### config.mk
export PLATFORM = sky130hd
export DESIGN_NAME = pkt_frame_unit
export DESIGN_NICKNAME = d
export VERILOG_FILES = /design/src/rtl/pkt_frame_pkg.sv /design/src/rtl/pfu_len_guard.sv /design/src/rtl/pfu_tx_tokens.sv /design/src/rtl/pfu_rx_parse.sv /design/src/rtl/pkt_frame_unit.sv
export SDC_FILE = /design/constraint.sdc
export NUM_CORES = 1
export LEC_CHECK = 0
export ABC_AREA = 1
export BUFFER_PORTS_ARGS = -buffer_cell sky130_fd_sc_hd__buf_4
export CORE_AREA = 3 3 113 115
export CTS_BUF_LIST = sky130_fd_sc_hd__clkbuf_2
export DETAILED_ROUTE_END_ITERATION = 12
export DIE_AREA = 0 0 116 118
export GPL_ROUTABILITY_DRIVEN = 0
export PLACE_DENSITY = 0.8
export SYNTH_ARGS = -nofsm -noshare
export SYNTH_HDL_FRONTEND = slang
export SYNTH_HIERARCHICAL = 1
export SYNTH_SLANG_ARGS = --single-unit
export TNS_END_PERCENT = 10
### constraint.sdc
create_clock -name clk -period 2.24 [get_ports clk]
set_clock_uncertainty 0.1 [all_clocks]
set_input_delay 0.224 -clock clk [delete_from_list [all_inputs] [get_ports clk]]
set_output_delay 0.224 -clock clk [all_outputs]
set_load 0.03 [all_outputs]
### src/rtl/pkt_frame_pkg.sv
package pkt_frame_pkg;

    localparam int SYM_W = 8;
    localparam int LEN_W = 11;
    localparam int SEQ_W = 12;
    localparam int CRC_W = 4;
    localparam int CNT_W = LEN_W + 2;
    localparam int LINK_BODY = 6;

    localparam logic [SYM_W-1:0] SYM_IDLE  = 8'h00;
    localparam logic [SYM_W-1:0] SYM_LNK_A = 8'hF0;
    localparam logic [SYM_W-1:0] SYM_LNK_B = 8'hAC;
    localparam logic [SYM_W-1:0] SYM_BAD   = 8'hC0;
    localparam logic [3:0]       TLP_NIB   = 4'hF;
    localparam logic [CRC_W-1:0] CRC_POLY  = 4'h3;

    typedef enum logic [2:0] {
        RX_START,
        RX_TOK1,
        RX_TOK2,
        RX_TOK3,
        RX_LNK1,
        RX_BODY,
        RX_HALT
    } rx_state_e;

    typedef enum logic [2:0] {
        SC_IDLE,
        SC_TLP,
        SC_LNK,
        SC_EBAD,
        SC_ILLEGAL
    } sym_class_e;

    typedef struct packed {
        logic [LEN_W-1:0] len;
        logic [SEQ_W-1:0] seq;
    } tlp_hdr_t;

    function automatic logic [CRC_W-1:0] len_crc(input logic [LEN_W-1:0] len);
        logic [CRC_W-1:0] c;
        logic fb;
        c = '0;
        for (int i = LEN_W - 1; i >= 0; i--) begin
            fb = c[CRC_W-1] ^ len[i];
            c  = {c[CRC_W-2:0], 1'b0} ^ (fb ? CRC_POLY : '0);
        end
        return c;
    endfunction

    function automatic logic odd_par(input logic [LEN_W-1:0] len,
                                     input logic [CRC_W-1:0] crc);
        return ~(^{len, crc});
    endfunction

    function automatic sym_class_e classify(input logic [SYM_W-1:0] s);
        if (s[3:0] == TLP_NIB)  return SC_TLP;
        if (s == SYM_LNK_A)     return SC_LNK;
        if (s == SYM_IDLE)      return SC_IDLE;
        if (s == SYM_BAD)       return SC_EBAD;
        return SC_ILLEGAL;
    endfunction

    function automatic logic [4*SYM_W-1:0] tlp_token(input tlp_hdr_t h);
        logic [CRC_W-1:0] c;
        c = len_crc(h.len);
        return {h.seq[7:0],
                c, h.seq[11:8],
                odd_par(h.len, c), h.len[10:4],
                h.len[3:0], TLP_NIB};
    endfunction

endpackage

### src/rtl/pfu_len_guard.sv
module pfu_len_guard
    import pkt_frame_pkg::*;
#(
    parameter int LEN_MIN = 5,
    parameter int LEN_MAX = 1031
) (
    input  logic [LEN_W-1:0] i_len,
    input  logic [CRC_W-1:0] i_crc,
    input  logic             i_par,
    output logic             o_ok
);
    logic crc_ok, par_ok, rng_ok;

    always_comb begin
        crc_ok = (i_crc == len_crc(i_len));
        par_ok = (^{i_len, i_crc, i_par}) == 1'b1;
        rng_ok = (int'(i_len) >= LEN_MIN) && (int'(i_len) <= LEN_MAX);
        o_ok   = crc_ok && par_ok && rng_ok;
    end
endmodule

### src/rtl/pfu_tx_tokens.sv
module pfu_tx_tokens
    import pkt_frame_pkg::*;
(
    input  logic             clk,
    input  logic             rst,
    input  logic             i_req,
    input  logic             i_is_tlp,
    input  logic [LEN_W-1:0] i_len,
    input  logic [SEQ_W-1:0] i_seq,
    input  logic             i_pay_vld,
    input  logic [SYM_W-1:0] i_pay,
    output logic             o_rdy,
    output logic [SYM_W-1:0] o_sym
);
    localparam int REST_W = 3 * SYM_W;

    logic [1:0]         left_q;
    logic [REST_W-1:0]  rest_q;
    logic [4*SYM_W-1:0] tok;
    tlp_hdr_t           hdr;

    always_comb begin
        hdr.len = i_len;
        hdr.seq = i_seq;
        tok     = tlp_token(hdr);
    end

    assign o_rdy = (left_q == 2'd0);

    always_ff @(posedge clk) begin
        if (rst) begin
            left_q <= '0;
            rest_q <= '0;
            o_sym  <= SYM_IDLE;
        end else if (left_q != 2'd0) begin
            o_sym  <= rest_q[SYM_W-1:0];
            rest_q <= rest_q >> SYM_W;
            left_q <= left_q - 2'd1;
        end else if (i_req) begin
            if (i_is_tlp) begin
                o_sym  <= tok[SYM_W-1:0];
                rest_q <= tok[4*SYM_W-1:SYM_W];
                left_q <= 2'd3;
            end else begin
                o_sym  <= SYM_LNK_A;
                rest_q <= {{(REST_W-SYM_W){1'b0}}, SYM_LNK_B};
                left_q <= 2'd1;
            end
        end else begin
            o_sym <= i_pay_vld ? i_pay : SYM_IDLE;
        end
    end

    p_tlp_lead_r2: assert property (@(posedge clk) disable iff (rst)
        (i_req && o_rdy && i_is_tlp) |=> (o_sym[3:0] == TLP_NIB && !o_rdy));

    p_lnk_pair_r3: assert property (@(posedge clk) disable iff (rst)
        (i_req && o_rdy && !i_is_tlp) |=> (o_sym == SYM_LNK_A) ##1 (o_sym == SYM_LNK_B));

    p_busy_hold_r4: assert property (@(posedge clk) disable iff (rst)
        (!o_rdy) |=> (o_sym != SYM_IDLE || $past(rest_q[SYM_W-1:0]) == SYM_IDLE));
endmodule

### src/rtl/pfu_rx_parse.sv
module pfu_rx_parse
    import pkt_frame_pkg::*;
#(
    parameter int LEN_MIN = 5,
    parameter int LEN_MAX = 1031
) (
    input  logic             clk,
    input  logic             rst,
    input  logic             i_vld,
    input  logic [SYM_W-1:0] i_sym,
    input  logic             i_recov_done,
    output logic             o_tlp_sop,
    output logic [LEN_W-1:0] o_tlp_len,
    output logic [SEQ_W-1:0] o_tlp_seq,
    output logic             o_dllp_sop,
    output logic             o_pay_vld,
    output logic [SYM_W-1:0] o_pay,
    output logic             o_eop,
    output logic             o_frm_err,
    output logic             o_halted
);
    rx_state_e        st;
    logic [CNT_W-1:0] cnt_q;
    logic [3:0]       len_lo_q;
    logic [6:0]       len_hi_q;
    logic             par_q;
    logic [3:0]       seq_hi_q;
    logic             after_tlp_q;
    logic             body_tlp_q;
    logic [LEN_W-1:0] cur_len;
    logic             tok_ok;
    sym_class_e       cls;

    assign cur_len  = {len_hi_q, len_lo_q};
    assign cls      = classify(i_sym);
    assign o_halted = (st == RX_HALT);

    pfu_len_guard #(.LEN_MIN(LEN_MIN), .LEN_MAX(LEN_MAX)) u_guard (
        .i_len (cur_len),
        .i_crc (i_sym[7:4]),
        .i_par (par_q),
        .o_ok  (tok_ok)
    );

    always_ff @(posedge clk) begin
        if (rst) begin
            st          <= RX_START;
            cnt_q       <= '0;
            len_lo_q    <= '0;
            len_hi_q    <= '0;
            par_q       <= 1'b0;
            seq_hi_q    <= '0;
            after_tlp_q <= 1'b0;
            body_tlp_q  <= 1'b0;
            o_tlp_sop   <= 1'b0;
            o_tlp_len   <= '0;
            o_tlp_seq   <= '0;
            o_dllp_sop  <= 1'b0;
            o_pay_vld   <= 1'b0;
            o_pay       <= '0;
            o_eop       <= 1'b0;
            o_frm_err   <= 1'b0;
        end else begin
            o_tlp_sop  <= 1'b0;
            o_dllp_sop <= 1'b0;
            o_pay_vld  <= 1'b0;
            o_eop      <= 1'b0;
            o_frm_err  <= 1'b0;
            if (st == RX_HALT) begin
                after_tlp_q <= 1'b0;
                if (i_recov_done) st <= RX_START;
            end else if (i_vld) begin
                case (st)
                    RX_START: begin
                        after_tlp_q <= 1'b0;
                        case (cls)
                            SC_IDLE: ;
                            SC_TLP: begin
                                len_lo_q <= i_sym[7:4];
                                st       <= RX_TOK1;
                            end
                            SC_LNK: st <= RX_LNK1;
                            SC_EBAD: begin
                                if (!after_tlp_q) begin
                                    o_frm_err <= 1'b1;
                                    st        <= RX_HALT;
                                end
                            end
                            default: begin
                                o_frm_err <= 1'b1;
                                st        <= RX_HALT;
                            end
                        endcase
                    end
                    RX_TOK1: begin
                        len_hi_q <= i_sym[6:0];
                        par_q    <= i_sym[7];
                        st       <= RX_TOK2;
                    end
                    RX_TOK2: begin
                        if (tok_ok) begin
                            seq_hi_q <= i_sym[3:0];
                            st       <= RX_TOK3;
                        end else begin
                            o_frm_err <= 1'b1;
                            st        <= RX_HALT;
                        end
                    end
                    RX_TOK3: begin
                        o_tlp_sop  <= 1'b1;
                        o_tlp_len  <= cur_len;
                        o_tlp_seq  <= {seq_hi_q, i_sym};
                        cnt_q      <= {cur_len, 2'b00} - CNT_W'(4);
                        body_tlp_q <= 1'b1;
                        st         <= RX_BODY;
                    end
                    RX_LNK1: begin
                        if (i_sym == SYM_LNK_B) begin
                            o_dllp_sop <= 1'b1;
                            cnt_q      <= CNT_W'(LINK_BODY);
                            body_tlp_q <= 1'b0;
                            st         <= RX_BODY;
                        end else begin
                            o_frm_err <= 1'b1;
                            st        <= RX_HALT;
                        end
                    end
                    RX_BODY: begin
                        o_pay_vld <= 1'b1;
                        o_pay     <= i_sym;
                        cnt_q     <= cnt_q - CNT_W'(1);
                        if (cnt_q == CNT_W'(1)) begin
                            o_eop       <= 1'b1;
                            after_tlp_q <= body_tlp_q;
                            st          <= RX_START;
                        end
                    end
                    default: st <= RX_HALT;
                endcase
            end
        end
    end

    p_halt_silent_r13: assert property (@(posedge clk) disable iff (rst)
        (st == RX_HALT) |=> !(o_tlp_sop || o_dllp_sop || o_pay_vld || o_frm_err));

    p_halt_hold_r13: assert property (@(posedge clk) disable iff (rst)
        (o_halted && !i_recov_done) |=> o_halted);

    p_sop_range_r11: assert property (@(posedge clk) disable iff (rst)
        o_tlp_sop |-> (int'(o_tlp_len) >= LEN_MIN && int'(o_tlp_len) <= LEN_MAX));

    p_one_event_r6: assert property (@(posedge clk) disable iff (rst)
        $onehot0({o_tlp_sop, o_dllp_sop, o_pay_vld, o_frm_err}));

    p_eop_in_body_r6: assert property (@(posedge clk) disable iff (rst)
        o_eop |-> o_pay_vld);

    p_gap_quiet_r7: assert property (@(posedge clk) disable iff (rst)
        (!i_vld) |=> !(o_tlp_sop || o_dllp_sop || o_pay_vld || o_frm_err));

    p_err_parks_r10: assert property (@(posedge clk) disable iff (rst)
        o_frm_err |-> o_halted);
endmodule

### src/rtl/pkt_frame_unit.sv
module pkt_frame_unit
    import pkt_frame_pkg::*;
#(
    parameter int LEN_MIN = 5,
    parameter int LEN_MAX = 1031
) (
    input  logic        clk,
    input  logic        rst,
    input  logic        tx_req,
    input  logic        tx_is_tlp,
    input  logic [10:0] tx_len,
    input  logic [11:0] tx_seq,
    input  logic        tx_pay_vld,
    input  logic [7:0]  tx_pay,
    output logic        tx_rdy,
    output logic [7:0]  tx_sym,
    input  logic        rx_vld,
    input  logic [7:0]  rx_sym,
    input  logic        rx_recov_done,
    output logic        rx_tlp_sop,
    output logic [10:0] rx_tlp_len,
    output logic [11:0] rx_tlp_seq,
    output logic        rx_dllp_sop,
    output logic        rx_pay_vld,
    output logic [7:0]  rx_pay,
    output logic        rx_eop,
    output logic        rx_frm_err,
    output logic        rx_halted
);
    pfu_tx_tokens u_tx (
        .clk       (clk),
        .rst       (rst),
        .i_req     (tx_req),
        .i_is_tlp  (tx_is_tlp),
        .i_len     (tx_len),
        .i_seq     (tx_seq),
        .i_pay_vld (tx_pay_vld),
        .i_pay     (tx_pay),
        .o_rdy     (tx_rdy),
        .o_sym     (tx_sym)
    );

    pfu_rx_parse #(.LEN_MIN(LEN_MIN), .LEN_MAX(LEN_MAX)) u_rx (
        .clk          (clk),
        .rst          (rst),
        .i_vld        (rx_vld),
        .i_sym        (rx_sym),
        .i_recov_done (rx_recov_done),
        .o_tlp_sop    (rx_tlp_sop),
        .o_tlp_len    (rx_tlp_len),
        .o_tlp_seq    (rx_tlp_seq),
        .o_dllp_sop   (rx_dllp_sop),
        .o_pay_vld    (rx_pay_vld),
        .o_pay        (rx_pay),
        .o_eop        (rx_eop),
        .o_frm_err    (rx_frm_err),
        .o_halted     (rx_halted)
    );
endmodule

# Word-level counts from Yosys, hierarchy flattened
# Index checks and enable logic that the tools add are counted.
# word_totals
elab_cells	195
ff_bits	104
out_inout_bits	46
inputBits	46
# classes
n_eq_ne	21
n_lt_le_gt_ge	2
reduce_logical	30
n_mux	74
n_addsub	3
bitwise	45
# op_table
op	n
2-bit two-way mux	26
3-bit two-way mux	14
4-bit XOR	10
13-bit case mux with 3 select lines	1
4-bit by 2-bit XOR with 4-bit output	9
16-bit two-way mux	2
8-bit two-way mux	4
8-bit == test, second input constant	3
24-bit two-way mux	1
1-bit two-way mux	19
3-bit case mux with 6 select lines	1
1-bit XOR	17
4-bit AND reduction	4
16-bit XOR reduction	1
15-bit XOR reduction	1
13-bit by 1-bit == test with 1-bit output, second input constant	1
13-bit two-way mux	1
13-bit by 1-bit subtractor with 13-bit output, second input constant	1
13-bit by 3-bit subtractor with 13-bit output, second input constant	1
3-bit by 2-bit == test with 1-bit output, second input constant	4
3-bit case mux with 4 select lines	1
3-bit AND reduction	4
11-bit by 3-bit >= comparator with 1-bit output, second input constant	1
11-bit <= comparator, second input constant	1
25 further kinds	47

# Logic depth before layout (Yosys ltp)
# depth
word_depth	35
mapped_depth	22
ltp_nobuf	22

# Modules after synthesis
# The synthesis kept the hierarchy.
# by_module_without_submodules
module	seq_area_each_um2	instances	area_per_inst_um2	cells_each
pfu_rx_parse	1401.3	1	3453.3	495
pfu_tx_tokens	680.7	1	2084.5	327
pfu_len_guard	0.0	1	807.0	152

# Least setup slack after synthesis
# No wires, ideal clock.
# synth_timing
kind	register to register
start	register u_rx.len_hi_q[6]
end	register u_rx.st[2]
synth_period_minus_slack_ns	2.409
t_arrival_ns	2.180
path_buffers	0
path_stages_with_launch	22
setup_ns	0.129
path_slack_ns	-0.169
required_ns	2.011
cell_sequence	dfxtp_1 > inv_2 > ha_1 > inv_1 > nand2_1 > nand3_2 > nand3_1 > nand2_2 > nand2_2 > nand2_1 > nand2_1 > nand2_1 > nor2_1 > nand2_1 > nor2_2 > inv_1 > nand2_1 > o21ai_0 > o21ai_0 > nand3_1 > nand2_1 > nor2_1
# synth_via
elab_chain_len	24
word_cells_on_any_way	36
classes_between	order compare (2); eq/ne (1); mux (12); bitwise (17); reduce/logical (4)
# synth_rtl
element	line_no	source
start: declaration	pfu_rx_parse.sv:25	logic [6:0] len_hi_q;
start signal: assignment	pfu_rx_parse.sv:96	len_hi_q <= i_sym[6:0];
2-bit two-way mux	pkt_frame_pkg.sv:46	c = {c[CRC_W-2:0], 1'b0} ^ (fb ? CRC_POLY : '0);
3-bit by 2-bit XOR with 3-bit output	pkt_frame_pkg.sv:46	
4-bit by 2-bit XOR with 4-bit output	pkt_frame_pkg.sv:46	
1-bit XOR / 4-bit by 2-bit XOR with 4-bit output (equally long branches)	pkt_frame_pkg.sv:45, pkt_frame_pkg.sv:46	
2-bit two-way mux / 1-bit XOR (equally long branches)	pkt_frame_pkg.sv:46, pkt_frame_pkg.sv:45	
4-bit by 2-bit XOR with 4-bit output / 2-bit two-way mux (equally long branches)	pkt_frame_pkg.sv:46	
4-bit by 2-bit XOR with 4-bit output (2 in a row)	pkt_frame_pkg.sv:46	
1-bit XOR / 4-bit by 2-bit XOR with 4-bit output (equally long branches)	pkt_frame_pkg.sv:45, pkt_frame_pkg.sv:46	
[8 not listed]	-	
4-bit == test	pfu_len_guard.sv:15	crc_ok = (i_crc == len_crc(i_len));
1-bit logical AND	pfu_len_guard.sv:18	o_ok = crc_ok && par_ok && rng_ok;
1-bit logical AND (*)	pfu_len_guard.sv:18	
named net u_rx.tok_ok	pfu_rx_parse.sv:31	logic tok_ok;
3-bit two-way mux (*)	pfu_rx_parse.sv:101	if (tok_ok) begin
3-bit case mux with 6 select lines (*)	pfu_rx_parse.sv:73	case (st)
3-bit two-way mux (*)	pfu_rx_parse.sv:72	end else if (i_vld) begin
3-bit two-way mux (*)	pfu_rx_parse.sv:69	if (st == RX_HALT) begin
end signal: assignment	pfu_rx_parse.sv:71	if (i_recov_done) st <= RX_START;
end signal: assignment	pfu_rx_parse.sv:103	st <= RX_TOK3;
end signal: assignment	pfu_rx_parse.sv:106	st <= RX_HALT;
end: declaration	pfu_rx_parse.sv:22	rx_state_e st;
# Mark *: on every way through the listed nets, which the timed path passes. The rest lies on a longest branch. The select of a mux whose other input is x is not followed.
# A chain may end at the register's enable or synchronous reset.

# Final worst setup path
# layout_timing
start	register u_rx.len_hi_q[5]
end	register u_rx.st[2]
# layout_via
elab_chain_len	25
word_cells_on_any_way	35
classes_between	order compare (2); eq/ne (1); mux (11); bitwise (17); reduce/logical (4)
# layout_rtl
element	line_no	source
1-bit XOR	pkt_frame_pkg.sv:45	fb = c[CRC_W-1] ^ len[i];
2-bit two-way mux	pkt_frame_pkg.sv:46	
3-bit by 2-bit XOR with 3-bit output	pkt_frame_pkg.sv:46	
4-bit by 2-bit XOR with 4-bit output (2 in a row)	pkt_frame_pkg.sv:46	
1-bit XOR	pkt_frame_pkg.sv:45	
2-bit two-way mux	pkt_frame_pkg.sv:46	
4-bit by 2-bit XOR with 4-bit output (3 in a row)	pkt_frame_pkg.sv:46	
1-bit XOR	pkt_frame_pkg.sv:45	
[7 not listed]	-	
4-bit == test	pfu_len_guard.sv:15	
1-bit logical AND	pfu_len_guard.sv:18	
1-bit logical AND (*)	pfu_len_guard.sv:18	
named net u_rx.tok_ok	pfu_rx_parse.sv:31	
3-bit two-way mux (*)	pfu_rx_parse.sv:101	
3-bit case mux with 6 select lines (*)	pfu_rx_parse.sv:73	
3-bit two-way mux (*)	pfu_rx_parse.sv:72	
3-bit two-way mux (*)	pfu_rx_parse.sv:69	
# Marks and branches as above.

==> results.json <==
{
  "final_cell_mix": "nand2_1 (253), buf_4 (124), inv_1 (121)",
  "fin_util_pct": 68.8,
  "synth-async-reset-ratio_pct": 0,
  "r2r-start": "u_rx/len_hi_q[5]$_SDFFE_PP0P_",
  "cp-startpoint": "u_rx/len_hi_q[5]$_SDFFE_PP0P_",
  "grt_util_met3_pct": 5.04,
  "leakagePower_nw": 3.83,
  "hold_class": "in -> reg",
  "max_freq_mhz": 411,
  "die_w_um": 116,
  "p_int_mw": 2.77,
  "ioPinCount": 92,
  "setup_slack_ps": -195,
  "required_ps": 2700,
  "busiest_layer": "met2",
  "grt_overflow_total": 0,
  "core_um2": 11900,
  "start_util_pct": 53.3,
  "met1_usage_pct": 37.4,
  "violations": "negative setup slack",
  "yosysSeqAreaShare_pct": 32.8,
  "fillerInstances": 970,
  "htreeDepth": 3,
  "hp-start": "rx_sym[0]",
  "initialDrtViolationCount": 680,
  "regArea_um2": 2090,
  "place_inst": 1211,
  "critPathKind": "reg -> reg",
  "num_vias": 7063,
  "hpwl_um": 13100,
  "met2_usage_pct": 44.4,
  "first_pass_iters": 6,
  "layout_commonest_cell": "nand2_1",
  "cts-root-buf": "clkbuf_2",
  "fin_nets": 1201,
  "cp-end-kind": "flip-flop",
  "grt_pass1_wl_um": 31100,
  "p_sw_mw": 1.77,
  "grt_max_degree": 55,
  "wl_per_cell_um": 14.9,
  "die_h_um": 118,
  "area_growth_pct": 29.2,
  "syn_avg_cell_area_um2": 6.51,
  "syn-num-nets": 1035,
  "cp_max_fo": 5,
  "ys_types": 41,
  "place_ws_ps": -185,
  "arrival_ps": 2900,
  "drc": 0,
  "grt_usage_pct": 28.1,
  "clockBufferDepth": 2,
  "stdcell_count": 1292,
  "grt_pass1_vias": 6514,
  "yosys_warnings": 6,
  "dpl_cell_area_um2": 7320,
  "pwr-share-comb_pct": 37.6,
  "rsz0062_at_grt": "true",
  "worstMarginPinSlew_ps": 435,
  "final_antenna_net_count": 0,
  "critical_path.startpoint_type": "flip-flop",
  "status": "complete, but fails checks",
  "finalCriticalPeriod_ps": 2440,
  "pwr-share-seq_pct": 45.0,
  "antenna_found_initial": 1,
  "cap_violations": 0,
  "synth_seq_cells": 104,
  "multiInputGateArea_um2": 3700,
  "dieArea_um2": 13700,
  "cts_tree": "built",
  "syn-cell-area_um2": 6340,
  "slew_headroom_pct": 71.0,
  "cts_buffers": 9,
  "ir_drop_mv": 0.478,
  "netSwitchingFraction_pct": 38.9,
  "clkPwrFrac_pct": 17.3,
  "hold_viol": 0,
  "setup_viol": 8,
  "port_buffers": 91,
  "drt_wl_total_um": 19200,
  "insertion_delay_ps": 620,
  "path_clk_slew_ps": 280,
  "ys.flop_type": "dfxtp_1",
  "powerDensity_nw_per_um2": 554,
  "final_cell_area_um2": 8200,
  "avgViaCountPerCell": 5.47,
  "finalMaxSlewViolations": 0,
  "period_share_pct": 109,
  "drive_above_1_share_pct": 20.2,
  "synthCells": 974,
  "num_rows": 40,
  "synth_edf_count": 0,
  "clock_sinks": 104
}
==> worst max-delay path, stage by stage, from the launching register on <==
cell and delay (ps):
dfxtp_2 420, inv_4 60, ha_4 310, inv_2 60, nand2_2 90, nand3_2 100
nand3_2 120, nand2_2 70, nand2_2 60, nand2_1 40, nand2_1 50, nand2_1 50
nor2_1 100, nand2_1 80, nor2_2 120, inv_1 70, nand2_2 80, o21ai_2 50
o21ai_1 130, nand3_1 90, nand2_1 80, nor2_1 50
==> what timing repair did <==
action | 4_1_cts | 5_1_grt
pin swaps | 13 | 14
hold buffers | 61 | 0
setup buffers | 2 | 2
gates resized for setup | 14 | 21
endpoints found under the hold margin | 80 | 0
setup endpoints to repair | 6 | 9
==> Yosys cell counts (7+ instances only) <==
cell,n,area [µm²]
inv_1,125,469
clkbuf_1,13,48.8
nor2_1,59,221
xor2_1,11,96.3
nand2_1,263,987
dfxtp_1,104,2080
o21ai_0,71,355
buf_2,12,60.1
nand3_1,77,385
nand2_2,16,100
nand4_1,9,56.3
inv_2,8,30.0
xnor2_1,11,96.3
a21oi_1,88,440
nor3_1,14,70.1
ha_1,15,188
o221ai_1,7,61.3
a31oi_1,9,56.3
nand3_2,9,90.1
==> final cells by class <==
class / instances / share of cell area, %
Antenna cell: 1 / 0.0305
Tap cell: 147 / 2.24
Clock buffer: 10 / 0.611
Sequential cell: 104 / 25.5
Timing Repair Buffer: 189 / 19.6
Inverter: 137 / 6.46
Clock inverter: 5 / 0.397
Multi-Input combinational cell: 699 / 45.1
==> power groups by stage <==
| stage | logic [mW] | registers, mW | clock network [mW] |
|---|---|---|---|
| after global placement | 1.47 | 2.07 | 0 |
| after global routing | 1.89 | 2.06 | 0.867 |
| final | 1.71 | 2.04 | 0.788 |
| after detailed placement | 1.50 | 2.07 | 0 |
| after floorplan | 1.03 | 2.13 | 0 |
| after CTS | 1.62 | 2.04 | 0.801 |
==> registers in the layout (all words and copies together) (netlist names), 2 cells and up <==
signal / cells
u_rx/cnt_q: 13
u_rx/len_hi_q: 7
u_rx/len_lo_q: 4
u_rx/o_pay: 8
u_rx/o_tlp_len: 11
u_rx/o_tlp_seq: 12
u_rx/seq_hi_q: 4
u_rx/st: 3
u_tx/left_q: 2
u_tx/o_sym: 8
u_tx/rest_q: 24
==> cell families (layout without fill, tap and decap cells) <==
family | after synthesis | in the layout | synth area share [%]
compound gates | 197 | 197 | 16.9
flops | 104 | 104 | 32.8
other cells | 0 | 1 | 0
fa+ha+maj | 15 | 15 | 2.96
xor+xnor | 22 | 22 | 3.04
simple gates | 465 | 465 | 33.1
buf+inv | 171 | 341 | 11.2
==> worst paths after layout <==
check	endpoint	slack [ps]	depth (start not counted)
worst min-delay path	u_rx/len_lo_q[2]$_SDFFE_PP0P_	130	6
worst min register to register	u_rx/o_tlp_len[9]$_SDFFE_PP0P_	360	2
worst max register to register	u_rx/st[2]$_SDFFE_PP0P_	-200	21
worst max-delay path	u_rx/st[2]$_SDFFE_PP0P_	-200	21
==> per-stage QoR <==
stage / hold slack [ps] / TNS [ps] / power (mW)
6_report: 126 / -993 / 4.54
5_1_grt: 124 / -2260 / 4.81
4_1_cts: 46.6 / -245 / 4.46
3_5_place_dp: 335 / -593 / 3.57
3_3_place_gp: 332 / -59.2 / 3.54
2_1_floorplan: 266 / 0 / 3.15
==> layer usage <==
| layer | up-vias | wire (µm) |
|---|---|---|
| li1 | 3495 | - |
| met3 | 66 | 1410 |
| met1 | 3184 | 8140 |
| met4 | 0 | 735 |
| met5 | - | 0 |
| met2 | 318 | 8970 |
No activity file was read; power rests on OpenSTA's default activity.
